## src/rtl/clkss_pkg.sv

```systemverilog
package clkss_pkg;

   typedef enum logic [2:0] {
      SQ_IDLE,
      SQ_WAIT,
      SQ_S1,
      SQ_S2,
      SQ_S3,
      SQ_S4
   } sq_state_t;

endpackage

```

## src/rtl/clkss_tick.sv

```systemverilog
module clkss_tick #(
   parameter int HALF_W = 8
) (
   input  logic              clk,
   input  logic              rst_n,
   input  logic [HALF_W-1:0] half_div,
   output logic              tick
);

   logic [HALF_W-1:0] div_q;

   always_ff @(posedge clk or negedge rst_n) begin
      if (!rst_n) begin
         div_q <= '0;
         tick  <= 1'b0;
      end else if (div_q >= half_div) begin
         div_q <= '0;
         tick  <= 1'b1;
      end else begin
         div_q <= div_q + 1'b1;
         tick  <= 1'b0;
      end
   end

endmodule

```

## src/rtl/clkss_bitcnt.sv

```systemverilog
module clkss_bitcnt #(
   parameter int LEN   = 9,
   parameter int CNT_W = 4
) (
   input  logic             clk,
   input  logic             rst_n,
   input  logic             load,
   input  logic             step,
   input  logic             irq_clr,
   output logic [CNT_W-1:0] cnt,
   output logic             at_max,
   output logic             at_zero,
   output logic             hit,
   output logic             irq
);

   localparam logic [CNT_W-1:0] MAXV = CNT_W'(LEN);

   assign at_max  = (cnt == MAXV);
   assign at_zero = (cnt == '0);
   assign hit     = step && (cnt == MAXV - 1'b1);

   always_ff @(posedge clk or negedge rst_n) begin
      if (!rst_n)                cnt <= MAXV;
      else if (load)             cnt <= '0;
      else if (step && !at_max)  cnt <= cnt + 1'b1;
   end

   always_ff @(posedge clk or negedge rst_n) begin
      if (!rst_n)       irq <= 1'b0;
      else if (hit)     irq <= 1'b1;
      else if (irq_clr) irq <= 1'b0;
   end

endmodule

```

## src/rtl/clkss_pad.sv

```systemverilog
module clkss_pad #(
   parameter int DATA_W      = 8,
   parameter int CNT_W       = 4,
   parameter int SYNC_STAGES = 2,
   parameter bit MSB_FIRST   = 1'b1
) (
   input  logic              clk,
   input  logic              rst_n,
   input  logic              hold,
   input  logic              tx_mode,
   input  logic              io_bit,
   input  logic              i2c_mode,
   input  logic              at_zero,
   input  logic              at_max,
   input  logic [CNT_W-1:0]  cnt,
   input  logic [DATA_W-1:0] tx_sh,
   input  logic              io_pad_i,
   output logic              io_oe,
   output logic              io_s
);

   logic [CNT_W-1:0] slot_m1;
   logic             data_bit;

   assign slot_m1 = cnt - 1'b1;

   generate
      if (MSB_FIRST) begin : g_msb
         logic [DATA_W-1:0] shl;
         assign shl      = tx_sh << slot_m1;
         assign data_bit = shl[DATA_W-1];
      end else begin : g_lsb
         logic [DATA_W-1:0] shr;
         assign shr      = tx_sh >> slot_m1;
         assign data_bit = shr[0];
      end
   endgenerate

   always_comb begin
      if (hold || (tx_mode && (at_zero || at_max))) io_oe = !io_bit;
      else if (tx_mode)                             io_oe = !data_bit;
      else                                          io_oe = i2c_mode && at_max;
   end

   logic [SYNC_STAGES-1:0] sync_q;

   always_ff @(posedge clk or negedge rst_n) begin
      if (!rst_n) sync_q <= '1;
      else        sync_q <= {sync_q[SYNC_STAGES-2:0], io_pad_i};
   end

   assign io_s = sync_q[SYNC_STAGES-1];

endmodule

```

## src/rtl/clkss_seq.sv

```systemverilog
module clkss_seq
   import clkss_pkg::*;
#(
   parameter int HALF_W      = 8,
   parameter int DATA_W      = 8,
   parameter int SYNC_STAGES = 2,
   parameter bit MSB_FIRST   = 1'b1
) (
   input  logic              clk,
   input  logic              rst_n,
   input  logic [HALF_W-1:0] half_div,
   input  logic              i2c_mode,
   input  logic [DATA_W-1:0] tx_data,
   input  logic              tx_valid,
   output logic              tx_take,
   input  logic              start_req,
   input  logic              stop_req,
   input  logic              irq_clr,
   input  logic              io_pad_i,
   output logic              card_clk,
   output logic              io_oe,
   output logic [DATA_W-1:0] rx_data,
   output logic              rx_valid,
   output logic              busy,
   output logic              irq,
   output logic              start_err
);

   localparam int LEN   = DATA_W + 1;
   localparam int CNT_W = $clog2(LEN + 1);

   generate
      if (DATA_W < 2) begin : g_bad_width
         $error("clkss_seq: DATA_W must be at least 2");
      end
      if (SYNC_STAGES < 2) begin : g_bad_sync
         $error("clkss_seq: SYNC_STAGES must be at least 2");
      end
      if (HALF_W < 1) begin : g_bad_div
         $error("clkss_seq: HALF_W must be at least 1");
      end
   endgenerate

   logic              tick;
   sq_state_t         state_q;
   logic              hold_q, card_clk_q, tx_mode_q, io_bit_q, op_stop_q;
   logic              freeze, fall, rise, load;
   logic [CNT_W-1:0]  cnt;
   logic              at_max, at_zero, hit, io_s;
   logic [DATA_W-1:0] tx_sh_q, rx_sh_q, rx_next;

   clkss_tick #(.HALF_W(HALF_W)) u_tick (
      .clk      (clk),
      .rst_n    (rst_n),
      .half_div (half_div),
      .tick     (tick)
   );

   assign freeze = tick && (state_q == SQ_WAIT) && at_max && card_clk_q;
   assign fall   = tick && !hold_q && card_clk_q && !freeze;
   assign rise   = tick && !hold_q && !card_clk_q;
   assign load   = tick && (((state_q == SQ_S2) && !op_stop_q) ||
                            ((state_q == SQ_S3) && op_stop_q));

   clkss_bitcnt #(.LEN(LEN), .CNT_W(CNT_W)) u_cnt (
      .clk     (clk),
      .rst_n   (rst_n),
      .load    (load),
      .step    (fall),
      .irq_clr (irq_clr),
      .cnt     (cnt),
      .at_max  (at_max),
      .at_zero (at_zero),
      .hit     (hit),
      .irq     (irq)
   );

   clkss_pad #(
      .DATA_W      (DATA_W),
      .CNT_W       (CNT_W),
      .SYNC_STAGES (SYNC_STAGES),
      .MSB_FIRST   (MSB_FIRST)
   ) u_pad (
      .clk      (clk),
      .rst_n    (rst_n),
      .hold     (hold_q),
      .tx_mode  (tx_mode_q),
      .io_bit   (io_bit_q),
      .i2c_mode (i2c_mode),
      .at_zero  (at_zero),
      .at_max   (at_max),
      .cnt      (cnt),
      .tx_sh    (tx_sh_q),
      .io_pad_i (io_pad_i),
      .io_oe    (io_oe),
      .io_s     (io_s)
   );

   // card clock: toggles on half-ETU ticks unless frozen high
   always_ff @(posedge clk or negedge rst_n) begin
      if (!rst_n)    card_clk_q <= 1'b1;
      else if (fall) card_clk_q <= 1'b0;
      else if (rise) card_clk_q <= 1'b1;
   end

   assign card_clk = card_clk_q;
   assign busy     = (state_q != SQ_IDLE);

   // start/stop sequencer, one step per half ETU once the clock is frozen
   always_ff @(posedge clk or negedge rst_n) begin
      if (!rst_n) begin
         state_q   <= SQ_IDLE;
         hold_q    <= 1'b1;
         tx_mode_q <= 1'b0;
         io_bit_q  <= 1'b1;
         op_stop_q <= 1'b0;
         tx_sh_q   <= '0;
         tx_take   <= 1'b0;
         start_err <= 1'b0;
      end else begin
         tx_take   <= 1'b0;
         start_err <= 1'b0;
         case (state_q)
            SQ_IDLE: begin
               if (start_req) begin
                  if (tx_valid) begin
                     op_stop_q <= 1'b0;
                     state_q   <= SQ_WAIT;
                  end else begin
                     start_err <= 1'b1;
                  end
               end else if (stop_req) begin
                  op_stop_q <= 1'b1;
                  state_q   <= SQ_WAIT;
               end
            end
            SQ_WAIT: if (freeze) begin
               hold_q <= 1'b1;
               if (op_stop_q) io_bit_q <= 1'b0;
               state_q <= SQ_S1;
            end
            SQ_S1: if (tick) begin
               if (op_stop_q) io_bit_q  <= 1'b1;
               else           tx_mode_q <= 1'b1;
               state_q <= SQ_S2;
            end
            SQ_S2: if (tick) begin
               if (op_stop_q) begin
                  tx_mode_q <= 1'b0;
               end else begin
                  tx_sh_q <= tx_data;
                  tx_take <= 1'b1;
               end
               state_q <= SQ_S3;
            end
            SQ_S3: if (tick) begin
               if (!op_stop_q) io_bit_q <= 1'b0;
               state_q <= SQ_S4;
            end
            SQ_S4: if (tick) begin
               hold_q  <= 1'b0;
               state_q <= SQ_IDLE;
            end
            default: state_q <= SQ_IDLE;
         endcase
      end
   end

   generate
      if (MSB_FIRST) begin : g_rx_msb
         assign rx_next = {rx_sh_q[DATA_W-2:0], io_s};
      end else begin : g_rx_lsb
         assign rx_next = {io_s, rx_sh_q[DATA_W-1:1]};
      end
   endgenerate

   always_ff @(posedge clk or negedge rst_n) begin
      if (!rst_n) begin
         rx_sh_q  <= '0;
         rx_data  <= '0;
         rx_valid <= 1'b0;
      end else begin
         rx_valid <= 1'b0;
         if (rise && !tx_mode_q && !at_zero && !at_max) rx_sh_q <= rx_next;
         if (hit && !tx_mode_q) begin
            rx_valid <= 1'b1;
            rx_data  <= rx_sh_q;
         end
      end
   end

endmodule

```

## config.mk

```make
export PLATFORM = sky130hd
export DESIGN_NAME = clkss_seq
export DESIGN_NICKNAME = d
export VERILOG_FILES = /design/src/rtl/clkss_pkg.sv /design/src/rtl/clkss_tick.sv /design/src/rtl/clkss_bitcnt.sv /design/src/rtl/clkss_pad.sv /design/src/rtl/clkss_seq.sv
export SDC_FILE = /design/constraint.sdc
export NUM_CORES = 1
export LEC_CHECK = 0
export BUFFER_PORTS_ARGS = -buffer_cell sky130_fd_sc_hd__buf_2
export CAP_MARGIN = 20
export CORE_AREA = 2 2 83 85
export CTS_CLUSTER_DIAMETER = 120
export DETAILED_ROUTE_END_ITERATION = 8
export DIE_AREA = 0 0 85 87
export PLACE_DENSITY_LB_ADDON = 0.05
export SETUP_SLACK_MARGIN = 0.5
export SYNTH_ARGS = -nofsm -noshare
export SYNTH_HDL_FRONTEND = slang
export SYNTH_SLANG_ARGS = --single-unit
```

## constraint.sdc

```tcl
create_clock -name clk -period 2.3 [get_ports clk]
set_input_delay 0.345 -clock clk [delete_from_list [all_inputs] [get_ports clk]]
set_output_delay 0.345 -clock clk [all_outputs]
set_load 0.01 [all_outputs]
```

==> results of run 1 <==
==> worst max-delay path, stage by stage (launching register included) <==
cell and delay (ns):
dfstp_2 0.58, inv_2 0.06, ha_4 0.27, mux4_2 0.28
mux2_4 0.27, a31o_1 0.18, mux2i_2 0.13, buf_2 0.15
==> layout by cell type, fill, tap and decap left out, types with 3 or more instances in the layout <==
cell type and instances:
dfrtp_1 42, buf_2 38, mux2_4 17, buf_4 17
inv_1 16, ha_1 10, nor2_1 9, nand2_1 8
a211oi_1 8, xor2_1 8, mux2_2 8, nand3_1 7
dfstp_2 7, a21oi_1 5, clkbuf_8 5, buf_6 5
nand2b_1 4, a21o_1 3, xnor2_1 3, a31oi_1 3
o21ai_0 3
==> through the flow <==
| step | hold WS, ns | cells | instance area [um^2] |
|---|---|---|---|
| 2_1_floorplan | 0.0494 | 219 | 2570 |
| 3_3_place_gp | 0.270 | 337 | 2900 |
| 3_5_place_dp | 0.279 | 337 | 2900 |
| 4_1_cts | 0.104 | 360 | 3260 |
| 5_1_grt | 0.0976 | 360 | 3310 |
| 6_report | 0.122 | 360 | 3310 |
==> worst paths after layout <==
kind	startpoint	to	slack, ns	cells past startpoint
hold reg to reg	u_pad.sync_q[0]	u_pad.sync_q[1]	0.36	0
max in group asynchronous	rst_n	u_cnt.cnt[3]	1.26	3
setup / recovery	u_cnt.cnt[0]	io_oe	-0.27	7
setup reg to reg	u_cnt.cnt[0]	rx_sh_q[4]	0.03	11
hold / removal	io_pad_i	u_pad.sync_q[0]	0.12	1
min in group asynchronous	rst_n	tx_sh_q[7]	0.46	2
==> area by class of cell <==
cell class | count | area share [%]
clock inverters | 3 | 0.869
well taps | 80 | 3.02
repair buffers | 63 | 12.7
flip-flops and latches | 51 | 38.9
clock buffers | 5 | 2.08
multi-input cells | 141 | 40.6
inverters | 17 | 1.93
==> kinds of logic (layout without fill, tap and decap cells) <==
group	Yosys count	count (layout)	share of synthesized area, %
AO/OA/AOI/OAI	36	36	10.1
XOR/XNOR	12	12	4.11
adder cells (fa/ha/maj)	13	13	6.36
buffers and inverters	27	88	4.35
flip-flops	51	51	50.2
multiplexers	30	30	14.2
AND/OR/NAND/NOR	50	50	10.6
==> power breakdown <==
group / total [W] / switching [W] / leakage, nW / internal [W]
Clock: 0.000551 / 0.000325 / 0.0502 / 0.000226
Combinational: 0.000988 / 0.000438 / 0.925 / 0.000550
Sequential: 0.00116 / 0.000138 / 0.644 / 0.00103
Total: 0.00270 / 0.000900 / 1.62 / 0.00180
==> per-layer routing <==
metal / track usage (%) / up-vias
met5: 0 / -
met4: 3.90 / 0
met3: 2.84 / 4
met2: 24.9 / 25
met1: 20.2 / 879
li1: - / 893
==> registers in the layout, indices dropped and copies added (netlist names), 2 cells and up <==
name,flops
tx_sh_q,8
rx_sh_q,8
state_q,3
rx_data,8
u_tick.div_q,8
u_pad.sync_q,2
u_cnt.cnt,4
==> timing repair <==
item / 4_1_cts / 5_1_grt
resized for setup: 35 / 13
pin swaps: 10 / 4
setup buffers: 13 / 0
endpoints found under the setup margin: 19 / 37
hold buffers: 1 / 0
hold endpoints to repair: 11 / 0
gates cloned: 1 / 0
==> out/results.tsv, run 1 <==
stage	metric	value	unit
run_status	status	complete, but fails checks	
run_status	violations	negative setup slack	
timing	worstMarginPinSlew	0.359	ns
synth	synth_edf_count	0	
synth	synth-seq-cells	51	
floorplan	die_h	87	um
timing	clock_skew	0.0136	ns
synth	synth.most_common_cell	dfrtp_1	
synth	async_flop_share	100	%
routing	drc_errors	0	
routing	top_layer	met4	
floorplan	coreArea	0.00657	mm^2
timing	final_hold_viol_count	0	
hold_path	hold_class	primary input to register	
cts	clock_path_buffers	2	
cts	cts_buffers	5	
floorplan	ios	39	
critical_path	end_kind	output port	
pwr	power.density_cell_area	816	mW/mm^2
synth	syn_inst	219	
synth	synth_area_leaders	dfrtp_1 43%, mux2_2 11%, dfstp_2 7.2%	
grt	grt_pass1_wl	8780	um
routing	dr_wl_met2	2450	um
routing	drtIter0Drc	35	
synth	yosysUniqueCellTypes	45	
synth	synth.cell_area	0.00256	mm^2
floorplan	start_util	38.9	%
routing	viasPerCell	5.00	
cts	ctsHtreeMaxLevel	2	
placement	dp_slack	0.0502	ns
final_layout	seq_area	0.00129	mm^2
cts	clkLatencyLatePin	0.31	ns
pwr	ir_drop	488	uV
timing	final-setup-viol-count	1	
critical_path	worstPathMaxFanout	4	
grt	grt_pass1_vias	1816	
final_layout	final.fill_count	591	
timing	finalCritPeriodShare	112	%
synth	ys_warn_count	0	
routing	wirelength_met1	2430	um
synth	synth_common_cells	44 x dfrtp_1, 25 x mux2_2, 17 x inv_1, 13 x ha_1, 11 x nand2_1	
final_layout	fin_util	50.4	%
cts	cts_sinks	51	
critical_path	worst_ep_arrival_time	2.22	ns
floorplan	die_w	85	um
placement	dpl.hpwl	3440	um
timing	finalMaxSlewViolations	0	
routing	ant_nets	0	
final_layout	drive_gt1_share	45.7	%
timing	fmax	0.390	GHz
final_layout	nets	316	
pwr	p_leak	1.62	nW
pwr	power.total	0.00270	W
timing	worst_slack	-0.265	ns
final_layout	multi_input_area	0.00135	mm^2
placement	gp_congestion	0.773	
routing	num_vias	1801	
timing	fin_setup_tns	-0.265	ns
cts	cts_tree	done	
floorplan	design.die.area	0.00740	mm^2
routing	firstDrtPassIters	3	
floorplan	std_cell_rows	30	
synth	synth_top_flop_cell	dfrtp_1	
critical_path	worstSetupPathType	register to output port	
critical_path	cp.required	1.96	ns
flow_run	maxCapViolCount	0	
grt	grt_use_total	14.9	%
synth	synth_nets	256	
synth	synth_area_per_cell	11.7	um^2
timing	min_period	2.57	ns
timing	rsz0062_at_grt	true	
cts	clkSlewWorstSetupHoldPaths	0.10	ns
timing	maxSlewHeadroom	76.1	%
final_layout	diodes	0	
synth	yosysTopAreaCell	dfrtp_1	
cts	root_buffer	clkbuf_8	
synth	seq_area_frac_synth	50.2	%
routing	drt_wl_total	5080	um
placement	port_buffers	38	
grt	overflow	0	
final_layout	area_growth	29.5	%
routing	post_drt_wl_per_cell	14.1	um
critical_path	start_kind	register	
grt	antenna_found_initial	0	
synth	yosysTopAreaCellShare	43.1	%
grt	grt_max_degree	40	
routing	dr_wl_met3	142	um
Power figures use the tool's default switching activity.
==> inputs of run 2 (changes only) <==
--- a/config.mk
+++ b/config.mk
@@ -8,11 +8,13 @@
 export BUFFER_PORTS_ARGS = -buffer_cell sky130_fd_sc_hd__buf_2
 export CAP_MARGIN = 20
 export CORE_AREA = 2 2 83 85
+export CTS_BUF_LIST = sky130_fd_sc_hd__clkbuf_2
 export CTS_CLUSTER_DIAMETER = 120
 export DETAILED_ROUTE_END_ITERATION = 8
 export DIE_AREA = 0 0 85 87
 export PLACE_DENSITY_LB_ADDON = 0.05
 export SETUP_SLACK_MARGIN = 0.5
+export SKIP_CTS_REPAIR_TIMING = 1
 export SYNTH_ARGS = -nofsm -noshare
 export SYNTH_HDL_FRONTEND = slang
 export SYNTH_SLANG_ARGS = --single-unit
==> run 2 against run 1 <==
Highest routed layer unchanged. Combinational power decreased by 16%. Design area shrank 4.5%. Register-to-register slack improved by 0.45 ns. Non-clock buffer count up 1. Clock-buffer cell count is the same. Sequential cell count unchanged. Die area stayed put. Fmax decreased by 6.7%. Clock skew rose by 0.025 ns. The flow still finishes with violations (negative setup slack). Worst setup slack got worse by 0.19 ns. Sequential share of layout area is 1.9 points higher. Routed wire length decreased by 1.4%.
==> out/results.tsv, run 2 (synthesis results as in run 1) <==
stage	metric	value	unit	change
run_status	status	complete, but fails checks		
run_status	violations	negative setup slack		
floorplan	coreArea	0.00657	mm^2	unchanged
cts	root_buffer	clkbuf_2		
placement	port_buffers	38		unchanged
critical_path	end_kind	output port		
timing	final-setup-viol-count	1		unchanged
cts	clkLatencyLatePin	0.45	ns	+0.14 ns
routing	viasPerCell	4.95		-1.0%
timing	min_period	2.75	ns	+0.185 ns
routing	drt_wl_total	5000	um	-1.4%
routing	num_vias	1788		-0.72%
final_layout	area_growth	23.8	%	
routing	drtIter0Drc	67		+91%
final_layout	final.fill_count	606		+2.5%
routing	post_drt_wl_per_cell	13.9	um	-1.7%
critical_path	cp.required	1.96	ns	about the same
floorplan	design.die.area	0.00740	mm^2	unchanged
timing	fin_setup_tns	-0.451	ns	-0.185 ns
grt	overflow	0		unchanged
grt	grt_use_total	14.1	%	-0.88 points
pwr	ir_drop	488	uV	about the same
final_layout	nets	317		+0.32%
timing	worstMarginPinSlew	0.368	ns	+0.00916 ns
placement	placed_area	0.00290	mm^2	unchanged
final_layout	instances_no_fill	361		+0.28%
pwr	p_seq_share	48.2	%	+5.1 points
flow_run	maxCapViolCount	0		unchanged
critical_path	worst_ep_arrival_time	2.41	ns	+0.19 ns
timing	final_hold_viol_count	0		unchanged
final_layout	diodes	0		unchanged
timing	finalCritPeriodShare	120	%	+8.0 points
final_layout	drive_gt1_share	42.7	%	-3.0 points
cts	cts_buffers	5		unchanged
pwr	power.total	0.00239	W	-12%
critical_path	start_kind	register		
timing	finalMaxSlewViolations	0		unchanged
final_layout	final_cell_mix	41 x dfrtp_1, 37 x buf_2, 24 x mux2_2, 16 x buf_4, 15 x inv_1		
pwr	p_leak	1.56	nW	-3.9%
placement	gp_congestion	0.773		unchanged
floorplan	die_w	85	um	unchanged
pwr	power.density_cell_area	755	mW/mm^2	-7.4%
cts	cts_sinks	51		unchanged
cts	clkSlewWorstSetupHoldPaths	0.30	ns	+0.20 ns
critical_path	worstPathMaxFanout	4		unchanged
timing	worst_slack	-0.451	ns	-0.185 ns
pwr	p_comb_share	34.6	%	-2.0 points
hold_path	hold_class	primary input to register		
cts	cts_tree	done		
final_layout	mostFrequentLayoutCell	dfrtp_1		
placement	dpl.hpwl	3440	um	unchanged
pwr	power.internal	0.00155	W	-14%
grt	grt_max_degree	40		unchanged
timing	rsz0062_at_grt	true		
cts	clock_path_buffers	2		unchanged
pwr	p_clk_share	17.2	%	-3.2 points
placement	placedCellCount	337		unchanged
timing	clock_skew	0.0382	ns	+0.0246 ns
cts	ctsHtreeMaxLevel	2		unchanged
pwr	power_switching_share	35.1	%	+1.8 points
critical_path	worstSetupPathType	register to output port		
floorplan	die_h	87	um	unchanged
floorplan	ios	39		unchanged
grt	grt_pass1_vias	1696		-6.6%
timing	fmax	0.364	GHz	-6.7%
grt	grt_pass1_wl	8250	um	-6.0%
floorplan	std_cell_rows	30		unchanged
routing	ant_nets	0		unchanged
routing	firstDrtPassIters	4		+1
timing	maxSlewHeadroom	75.4	%	-0.66 points
final_layout	fin_util	48.2	%	-2.2 points
floorplan	start_util	38.9	%	unchanged
routing	drc_errors	0		unchanged
pwr	p_switching	0.000840	W	-6.8%
grt	antenna_found_initial	0		unchanged
final_layout	final_area	0.00317	mm^2	-4.5%
==> run 2: final timing paths <==
path,startpoint,to,slack [ns],cells past startpoint
setup / recovery,u_cnt.cnt[0],io_oe,-0.45,7
min in group asynchronous,rst_n,tx_mode_q,0.26,2
max in group asynchronous,rst_n,u_cnt.cnt[3],1.42,3
setup reg to reg,u_cnt.cnt[0],rx_sh_q[7],0.48,6
hold / removal,start_req,op_stop_q,0.07,2
hold reg to reg,u_pad.sync_q[0],u_pad.sync_q[1],0.38,0
==> run 2: metrics by stage <==
stage	setup slack, ns	hold slack [ns]
2_1_floorplan	0.160	0.0494
3_3_place_gp	0.0651	0.270
3_5_place_dp	0.0502	0.279
4_1_cts	-0.513	-0.294
5_1_grt	-0.600	0.0403
6_report	-0.451	0.0674
==> run 2: power groups by stage <==
stage | sequential [W] | combinational (W) | clock, W
after global placement | 0.00117 | 0.000710 | 0
after CTS | 0.00116 | 0.000717 | 0.000437
after floorplan | 0.00114 | 0.000523 | 0
final | 0.00115 | 0.000828 | 0.000411
after detailed placement | 0.00117 | 0.000713 | 0
after global routing | 0.00118 | 0.000936 | 0.000465
==> run 2: layer usage <==
metal | global-route usage (%) | part of all wire, % | up-vias
li1 | - | - | 894
met1 | 19.7 | 49 | 863
met2 | 22.4 | 47 | 25
met3 | 2.84 | 3.0 | 6
met4 | 3.90 | 1.2 | 0
met5 | 0 | 0 | -
==> run 2: critical path, stage by stage, from the launching register on <==
cell and delay [ns]:
dfstp_2 0.64, inv_4 0.05, ha_4 0.27, mux4_2 0.27
mux2_4 0.28, a31o_1 0.18, mux2i_2 0.13, buf_2 0.15
==> run 2: layout make-up <==
| class | count | area, um^2 | area share [%] |
|---|---|---|---|
| clock buffers | 5 | 25.0 | 0.791 |
| clock inverters | 3 | 28.8 | 0.909 |
| inverters | 17 | 66.3 | 2.09 |
| multi-input cells | 141 | 1230 | 38.9 |
| flip-flops and latches | 51 | 1290 | 40.7 |
| well taps | 80 | 100 | 3.16 |
| repair buffers | 64 | 427 | 13.5 |
==> inputs of run 3 (changes only) <==
--- a/config.mk
+++ b/config.mk
@@ -7,11 +7,11 @@
 export LEC_CHECK = 0
 export BUFFER_PORTS_ARGS = -buffer_cell sky130_fd_sc_hd__buf_2
 export CAP_MARGIN = 20
-export CORE_AREA = 2 2 83 85
+export CORE_AREA = 2 2 94 96
 export CTS_BUF_LIST = sky130_fd_sc_hd__clkbuf_2
 export CTS_CLUSTER_DIAMETER = 120
 export DETAILED_ROUTE_END_ITERATION = 8
-export DIE_AREA = 0 0 85 87
+export DIE_AREA = 0 0 96 98
 export PLACE_DENSITY_LB_ADDON = 0.05
 export SETUP_SLACK_MARGIN = 0.5
 export SKIP_CTS_REPAIR_TIMING = 1
==> run 3 against run 2 <==
The run still ends with negative setup slack left. Cell count is 7.8% higher. Sequential power is essentially flat. Non-clock buffer count unchanged. Critical path depth stayed put. Worst hold slack improved by 0.028 ns. Clock-buffer cell count did not move. Combinational power shrank 4.6%. Design area increased by 0.55%. Clock power shrank 1%.
==> out/results.tsv, run 3 (synthesis results as in run 1) <==
stage	metric	value	unit	change
final_layout	final_cell_mix	41 x dfrtp_1, 38 x buf_2, 25 x mux2_2, 18 x buf_4, 16 x inv_1		
routing	num_vias	1813		+1.4%
final_layout	instances_no_fill	389		+7.8%
routing	drtIter0Drc	17		-75%
routing	post_drt_wl_per_cell	13.8	um	-0.50%
cts	clock_path_buffers	2		unchanged
timing	finalCritPeriodShare	121	%	+1.3 points
placement	port_buffers	38		unchanged
grt	grt_max_degree	23		-43%
final_layout	multi_input_area	0.00123	mm^2	+0.10%
floorplan	die_w	96	um	+13%
cts	clkLatencyLatePin	0.44	ns	about the same
placement	placed_area	0.00293	mm^2	+0.78%
grt	grt_use_total	11.8	%	-2.3 points
floorplan	design.die.area	0.00941	mm^2	+27%
final_layout	final.fill_count	855		+41%
routing	viasPerCell	4.66		-5.9%
timing	maxSlewHeadroom	62.3	%	-13 points
pwr	p_comb_share	33.7	%	-0.9 points
critical_path	rr_endpoint	rx_data[7]		
timing	finalMaxSlewViolations	0		unchanged
pwr	power.internal	0.00151	W	-2.4%
final_layout	seq_area	0.00129	mm^2	unchanged
pwr	p_leak	1.55	nW	-0.40%
grt	overflow	0		unchanged
pwr	p_seq_share	49.0	%	+0.8 points
timing	clock_skew	0.0251	ns	-0.0131 ns
routing	drc_errors	0		unchanged
pwr	p_switching	0.000832	W	-0.89%
routing	drt_wl_total	5360	um	+7.2%
critical_path	end_kind	output port		
floorplan	ios	39		unchanged
floorplan	coreArea	0.00847	mm^2	+29%
critical_path	ff2ff_setup_slack	0.48	ns	about the same
final_layout	drive_gt1_share	41.3	%	-1.4 points
grt	antenna_found_initial	0		unchanged
timing	min_period	2.78	ns	+0.0294 ns
final_layout	diodes	0		unchanged
critical_path	cp.required	1.96	ns	about the same
placement	gp_congestion	0.718		-7.1%
flow_run	maxCapViolCount	0		unchanged
hold_path	min_to	op_stop_q		
routing	firstDrtPassIters	4		unchanged
grt	grt_pass1_vias	1810		+6.7%
grt	grt_pass1_wl	8780	um	+6.3%
critical_path	critPathSlowestCell	dfstp_2		
hold_path	min_from	start_req		
critical_path	start_kind	register		
timing	rsz0062_at_grt	true		
critical_path	worst_ep_arrival_time	2.43	ns	+0.02 ns
placement	placedCellCount	365		+8.3%
pwr	ir_drop	376	uV	-23%
final_layout	fin_util	37.6	%	-11 points
timing	worstMarginPinSlew	0.566	ns	+0.198 ns
critical_path	slowest_delay	0.63	ns	about the same
run_status	violations	negative setup slack		
cts	clkSlewWorstSetupHoldPaths	0.29	ns	about the same
critical_path	r2r_start	state_q[2]		
critical_path	worstPathMaxFanout	4		unchanged
timing	fmax	0.360	GHz	-1.1%
hold_path	hold_class	primary input to register		
final_layout	area_growth	24.5	%	
run_status	status	complete, but fails checks		
floorplan	std_cell_rows	34		+13%
critical_path	worstSetupPathType	register to output port		
critical_path	crit_chain	inv_2 > ha_4 > mux4_2 > mux2_2 > a31o_1 > mux2i_2 > buf_2		
pwr	power_switching_share	35.5	%	+0.35 points
hold_path	whs_path_depth	2		unchanged
placement	dp_slack	0.00927	ns	-0.0410 ns
placement	dpl.hpwl	3620	um	+5.0%
final_layout	nets	317		unchanged
floorplan	die_h	98	um	+13%
floorplan	start_util	30.2	%	-8.7 points
pwr	p_clk_share	17.4	%	+0.2 points
cts	cts_buffers	5		unchanged
timing	worst_slack	-0.480	ns	-0.0294 ns
cts	root_buffer	clkbuf_2		
cts	ctsHtreeMaxLevel	2		unchanged
timing	final_hold_viol_count	0		unchanged
cts	cts_sinks	51		unchanged
timing	final-setup-viol-count	1		unchanged
final_layout	mostFrequentLayoutCell	dfrtp_1		
critical_path	reg2reg_depth	5		-1
pwr	power.density_cell_area	737	mW/mm^2	-2.4%
routing	ant_nets	0		unchanged
cts	cts_tree	done		
final_layout	final_area	0.00318	mm^2	+0.55%
## run 3: power by group through the flow
stage                     Combinational, W  Clock, W  Sequential (W)
after floorplan                   0.000523         0         0.00114
after global placement            0.000721         0         0.00118
after detailed placement          0.000724         0         0.00117
after CTS                         0.000730  0.000439         0.00116
after global routing              0.000901  0.000483         0.00117
final                             0.000790  0.000407         0.00115
## run 3: final cells by class
cell class	instances	area share (%)
Sequential cell	51	40.5
Multi-Input combinational cell	141	38.7
Timing Repair Buffer	64	12.9
Tap cell	108	4.25
Inverter	17	2.00
Clock inverter	3	0.904
Clock buffer	5	0.786
## run 3: worst max-delay path by stage
stage,from,endpoint,slack [ns],depth (start not counted)
2_1_floorplan,u_cnt.cnt[0],io_oe,0.16,6
3_3_place_gp,u_cnt.cnt[0],io_oe,0.06,7
3_5_place_dp,u_cnt.cnt[0],io_oe,0.009,7
4_1_cts,u_cnt.cnt[0],io_oe,-0.55,7
5_1_grt,u_cnt.cnt[0],io_oe,-0.64,7
6_report,u_cnt.cnt[0],io_oe,-0.48,7
## run 3: metrics by stage
step | setup TNS, ns | hold WS (ns) | power (W)
finish | -0.480 | 0.0954 | 0.00235
global route | -0.637 | 0.0211 | 0.00256
CTS | -0.548 | -0.184 | 0.00233
detailed placement | 0 | 0.349 | 0.00190
global placement | 0 | 0.348 | 0.00190
floorplan | 0 | 0.0494 | 0.00166
## run 3: worst max-delay path, delay by kind of cell (launching register included)
| family | cells | cell delay (ns) |
|---|---|---|
| buffers and inverters | 2 | 0.22 |
| DFF | 1 | 0.63 |
| muxes | 3 | 0.70 |
| AOI/OAI and AO/OA | 1 | 0.19 |
| adders and majority gates | 1 | 0.28 |
## run 3: routing by layer
layer | vias to the layer above | share of wire [%] | track usage, %
met5 | - | 0 | 0
met1 | 885 | 49 | 16.6
met3 | 7 | 2.9 | 2.39
met2 | 25 | 47 | 18.4
met4 | 0 | 1.4 | 3.30
li1 | 896 | - | -
